===== config.mk =====
export PLATFORM = sky130hd
export DESIGN_NAME = aer_tx_seq
export DESIGN_NICKNAME = d
export VERILOG_FILES = /design/src/rtl/aer_tx_pkg.sv /design/src/rtl/aer_sync2.sv /design/src/rtl/aer_rr_arb.sv /design/src/rtl/aer_enc.sv /design/src/rtl/aer_tx_seq.sv
export SDC_FILE = /design/constraint.sdc
export NUM_CORES = 1
export LEC_CHECK = 0
export ABC_AREA = 1
export BUFFER_PORTS_ARGS = -buffer_cell sky130_fd_sc_hd__clkbuf_2
export CAP_MARGIN = 25
export CORE_MARGIN = 2
export CORE_UTILIZATION = 65
export DETAILED_ROUTE_END_ITERATION = 10
export PLACE_DENSITY = 0.85
export SETUP_SLACK_MARGIN = 0.3
export SYNTH_ARGS = -nofsm -noshare
export SYNTH_HDL_FRONTEND = slang
export SYNTH_SLANG_ARGS = --single-unit

===== constraint.sdc =====
create_clock -name clk -period 8.4 [get_ports clk]
set_input_delay 1.68 -clock clk [delete_from_list [all_inputs] [get_ports clk]]
set_output_delay 1.68 -clock clk [all_outputs]
set_load 0.005 [all_outputs]

===== src/rtl/aer_tx_pkg.sv =====
package aer_tx_pkg;
  typedef enum logic [2:0] {
    ST_IDLE,   // waiting for a row request
    ST_ROW,    // row granted, waiting for a column request
    ST_SETUP,  // address latched, settling
    ST_REQ,    // chip request high
    ST_DRAIN   // waiting for acknowledge to return low
  } tx_state_e;
endpackage


===== src/rtl/aer_sync2.sv =====
module aer_sync2 (
  input  logic clk,
  input  logic rst_n,
  input  logic d,
  output logic q
);
  logic meta;
  always_ff @(posedge clk or negedge rst_n) begin
    if (!rst_n) begin
      meta <= 1'b0;
      q    <= 1'b0;
    end else begin
      meta <= d;
      q    <= meta;
    end
  end
endmodule


===== src/rtl/aer_rr_arb.sv =====
module aer_rr_arb #(
  parameter int N = 8
) (
  input  logic         clk,
  input  logic         rst_n,
  input  logic [N-1:0] req,
  input  logic         take,
  output logic [N-1:0] gnt,
  output logic         any
);
  localparam int IW = (N > 1) ? $clog2(N) : 1;

  logic [IW-1:0] ptr;
  logic [IW-1:0] win;

  // search upward from ptr, wrapping at N
  always_comb begin
    logic [IW:0] s;
    gnt = '0;
    win = '0;
    any = 1'b0;
    for (int i = 0; i < N; i++) begin
      s = {1'b0, ptr} + (IW+1)'(i);
      if (s >= (IW+1)'(N)) s = s - (IW+1)'(N);
      if (!any && req[s[IW-1:0]]) begin
        any              = 1'b1;
        gnt[s[IW-1:0]]   = 1'b1;
        win              = s[IW-1:0];
      end
    end
  end

  always_ff @(posedge clk or negedge rst_n) begin
    if (!rst_n) ptr <= '0;
    else if (take && any) ptr <= (win == IW'(N-1)) ? '0 : win + 1'b1;
  end
endmodule


===== src/rtl/aer_enc.sv =====
module aer_enc #(
  parameter int M = 8,
  parameter int W = 3
) (
  input  logic [M-1:0] onehot,
  output logic [W-1:0] code
);
  always_comb begin
    code = '0;
    for (int i = 0; i < M; i++)
      if (onehot[i]) code = code | W'(i);
  end
endmodule


===== src/rtl/aer_tx_seq.sv =====
module aer_tx_seq #(
  parameter int ROWS      = 8,
  parameter int COLS      = 8,
  parameter int SETUP_CYC = 2,
  localparam int RAW = (ROWS > 1) ? $clog2(ROWS) : 1,
  localparam int CAW = (COLS > 1) ? $clog2(COLS) : 1
) (
  input  logic              clk,
  input  logic              rst_n,
  input  logic [ROWS-1:0]   row_req,
  output logic [ROWS-1:0]   row_ack,
  input  logic [COLS-1:0]   col_req,
  output logic [COLS-1:0]   col_ack,
  output logic [RAW+CAW-1:0] addr_out,
  output logic              chip_req,
  input  logic              chip_ack
);
  import aer_tx_pkg::*;

  localparam int AW = RAW + CAW;
  localparam int CW = (SETUP_CYC > 1) ? $clog2(SETUP_CYC) : 1;

  tx_state_e        state;
  logic             ack_s;
  logic [ROWS-1:0]  row_gnt, row_sel_q;
  logic [COLS-1:0]  col_gnt, col_sel_q;
  logic             row_any, col_any;
  logic             row_take, col_take;
  logic [RAW-1:0]   row_code;
  logic [CAW-1:0]   col_code;
  logic [AW-1:0]    addr_q;
  logic [CW-1:0]    cnt;

  aer_sync2 u_ack_sync (.clk(clk), .rst_n(rst_n), .d(chip_ack), .q(ack_s));

  assign row_take = (state == ST_IDLE) && !ack_s && row_any;
  assign col_take = (state == ST_ROW) && col_any;

  aer_rr_arb #(.N(ROWS)) u_row_arb (
    .clk(clk), .rst_n(rst_n), .req(row_req), .take(row_take),
    .gnt(row_gnt), .any(row_any));

  aer_rr_arb #(.N(COLS)) u_col_arb (
    .clk(clk), .rst_n(rst_n), .req(col_req), .take(col_take),
    .gnt(col_gnt), .any(col_any));

  aer_enc #(.M(ROWS), .W(RAW)) u_row_enc (.onehot(row_sel_q), .code(row_code));
  aer_enc #(.M(COLS), .W(CAW)) u_col_enc (.onehot(col_gnt),   .code(col_code));

  always_ff @(posedge clk or negedge rst_n) begin
    if (!rst_n) begin
      state     <= ST_IDLE;
      row_sel_q <= '0;
      col_sel_q <= '0;
      addr_q    <= '0;
      cnt       <= '0;
    end else begin
      unique case (state)
        ST_IDLE: if (row_take) begin
          row_sel_q <= row_gnt;
          state     <= ST_ROW;
        end
        ST_ROW: if (col_take) begin
          col_sel_q <= col_gnt;
          addr_q    <= {row_code, col_code};
          cnt       <= '0;
          state     <= ST_SETUP;
        end
        ST_SETUP: begin
          if (cnt == CW'(SETUP_CYC - 1)) state <= ST_REQ;
          else cnt <= cnt + 1'b1;
        end
        ST_REQ: if (ack_s) begin
          row_sel_q <= '0;
          col_sel_q <= '0;
          state     <= ST_DRAIN;
        end
        ST_DRAIN: if (!ack_s) state <= ST_IDLE;
        default: state <= ST_IDLE;
      endcase
    end
  end

  assign row_ack  = (state == ST_ROW || state == ST_SETUP || state == ST_REQ) ? row_sel_q : '0;
  assign col_ack  = (state == ST_SETUP || state == ST_REQ) ? col_sel_q : '0;
  assign chip_req = (state == ST_REQ);
  assign addr_out = addr_q;
endmodule


==> results.cfg <==
[route]
vias_per_cell = 6.07
vias = 5130
wl_met1_um = 4670
drtPass1Iterations = 6
wl_per_cell_um = 14.8
wl_um = 12500
top_layer = met4
route.met3.wl_um = 1230
drc = 0
wl_met2_um = 6060
drt-initial-drc-count = 653
ant_nets = 0

[cts]
clk_latency_ns = 0.29
cts_buffer_depth = 2
cts_resized = 0
clkSinkCount = 34
cts_made_buffers = 5
cts_tree = built
clkTransAtPathRegs_ns = 0.08
cts_setup_buffers = 0
root_buffer = clkbuf_8
htreeDepth = 2
holdBufCountCts = 0

[grt]
grt_usage_pct = 34.7
grt_pass1_vias = 4786
grt_overflow = 0
grt_max_degree = 35
grt_antenna_before_repair = 0
grt_pass1_wl_um = 21000

[hold_path]
hold_path_class = flop to flop
hold_start = u_ack_sync.meta

[floorplan]
core_area_um2 = 6350
die_w_um = 85.1
die-area_um2 = 7240
chipHeight_um = 85.1
io_pins = 42
initial_core_util_pct = 67.3
rows = 29

[yosys]
ys.flop_type = dfrtp_1
yosysTopAreaCell = dfrtp_1
synth_commonest_cells = 219 x nand2_1, 100 x nor2_1, 97 x nand3_1, 67 x inv_1, 34 x dfrtp_1
async_flop_share_pct = 100
yosysWarnings = 0
synth_area_leaders = dfrtp_1 20%, nand2_1 19%, nand3_1 11%
synth_cell_types = 40
synth_most_common_cell = nand2_1
syn-num-nets = 775
syn_area_um2 = 4270
avgSynthCellArea_um2 = 5.77
syn_inst = 740
ys_seq_elements = 34
synth_top_area_share_pct = 19.9
synth_edf_count = 0
ys_seq_area_share_pct = 19.9

[critical_path]
critPathSlowestCell = dfrtp_1
cp_common_cell = ha_1
crit_family = simple AND/OR/NAND/NOR gates
critPathCaptureType = flop
start_kind = flop
cp.required_ns = 8.61
cp_max_fo = 24
path_cells = inv_2 -> ha_1 -> inv_1 -> nand3_1 -> nand3_2 -> nand2_4 -> nor2_8 -> nand4_4 -> nor2_4 -> nand2_1 -> o21ai_0 -> nand2_1 -> ha_1 -> ha_1 -> or2_2 -> o22ai_1
path_buf_inv = 2
r2r_start = u_col_arb.ptr[0]
max_stage_delay_ns = 0.85
crit_arrival_ns = 4.81
cp-startpoint = u_col_arb.ptr[0]
worstSetupPathType = flop to flop

[layout]
multi_input_area_um2 = 2960
drive_above_1_share_pct = 14.1
insertedDiodeCount = 0
final_cells = 845
area_growth_pct = 6.09
fillers = 569
seq_area_um2 = 851
nets = 802

[timing]
clock-skew-final_ns = 0.00663
tightestPinTransition_ns = 0.897
setup_tns_ns = 0
post-route-period-util_pct = 54.8
slew_headroom_pct = 40.2
period_needed_ns = 4.60
fmax_mhz = 217
setup_viol = 0
rsz0062_at_grt = no
hold_viol = 0
slew_viol_final = 0

[run_status]
status = completed

[placed_design]
dpl.cell_count = 837
gp_congestion = 1.04
port_buffers = 41
hpwl_um = 9250

[run]
maxCapViolCount = 0
==> final cells by class <==
cell class | count | share of cell area [%]
repair buffers | 41 | 4.53
inverters | 89 | 7.37
clock inverters | 3 | 0.469
multi-input cells | 596 | 65.2
well taps | 77 | 2.13
flip-flops and latches | 34 | 18.8
clock buffers | 5 | 1.52
==> stage by stage <==
stage | util [%] | setup WS (ns) | hold WS (ns) | area (µm²)
after floorplan | - | 4.65 | 0.331 | 4270
after global placement | 70.0 | 4.03 | 0.337 | 4440
after detailed placement | 70.0 | 3.90 | 0.345 | 4440
after CTS | 71.4 | 3.89 | 0.364 | 4530
after global routing | 71.4 | 3.40 | 0.368 | 4530
final | 71.4 | 3.80 | 0.367 | 4530
==> cell usage in the layout (no fill, tap or decap), types with 2 or more instances in the layout <==
master,count
a41oi_1,2
inv_1,67
nor3_1,30
o21ai_0,18
o21ai_1,14
dfrtp_1,34
ha_1,16
nor2_2,6
or2_2,7
nand2_2,10
o21a_1,3
nand4_1,23
nand3_2,6
nor2_4,2
o21ai_2,2
a21oi_1,13
nor2_1,100
nand2_4,2
nand3_1,97
clkinv_1,5
nand2_1,219
clkbuf_8,5
o21bai_1,2
clkbuf_2,41
inv_2,17
o22ai_1,12
==> state kept, by name, indices dropped and copies added, names as in the netlist <==
signal / cells
addr_out: 6
cnt: 1
col_sel_q: 8
row_sel_q: 8
state: 3
u_ack_sync.meta: 1
u_ack_sync.q: 1
u_col_arb.ptr: 3
u_row_arb.ptr: 3
==> routing by layer <==
metal,up-vias,GRT usage [%]
met5,-,0
li1,2472,-
met3,67,5.74
met1,2251,41.7
met4,0,14.9
met2,340,61.2
==> worst paths after layout <==
kind | end | slack (ns) | cells after the start
worst max register to register | u_col_arb.ptr[0] | 3.80 | 16
min in group asynchronous | u_col_arb.ptr[2] | 1.50 | 1
worst min register to register | u_ack_sync.q | 0.37 | 0
max in group asynchronous | state[0] | 6.34 | 1
worst max-delay path | u_col_arb.ptr[0] | 3.80 | 16
worst min-delay path | u_ack_sync.q | 0.37 | 0
==> cell families after synthesis <==
logic type | after synthesis | share of synthesized area (%)
flops | 34 | 19.9
xor+xnor | 2 | 0.762
simple gates | 509 | 54.3
compound gates | 69 | 9.46
buf+inv | 110 | 10.9
fa+ha+maj | 16 | 4.69
==> worst register-to-register path, cell delays in order, from the launching register on <==
cell and delay [ns]:
dfrtp_1 0.85, inv_2 0.36, ha_1 0.61, inv_1 0.42, nand3_1 0.18, nand3_2 0.15, nand2_4 0.10, nor2_8 0.16
nand4_4 0.13, nor2_4 0.28, nand2_1 0.23, o21ai_0 0.21, nand2_1 0.07, ha_1 0.20, ha_1 0.17, or2_2 0.29
o22ai_1 0.12
Power is not shown: default switching activity piles up to over one toggle a cycle in this logic, so the estimate is an artifact.
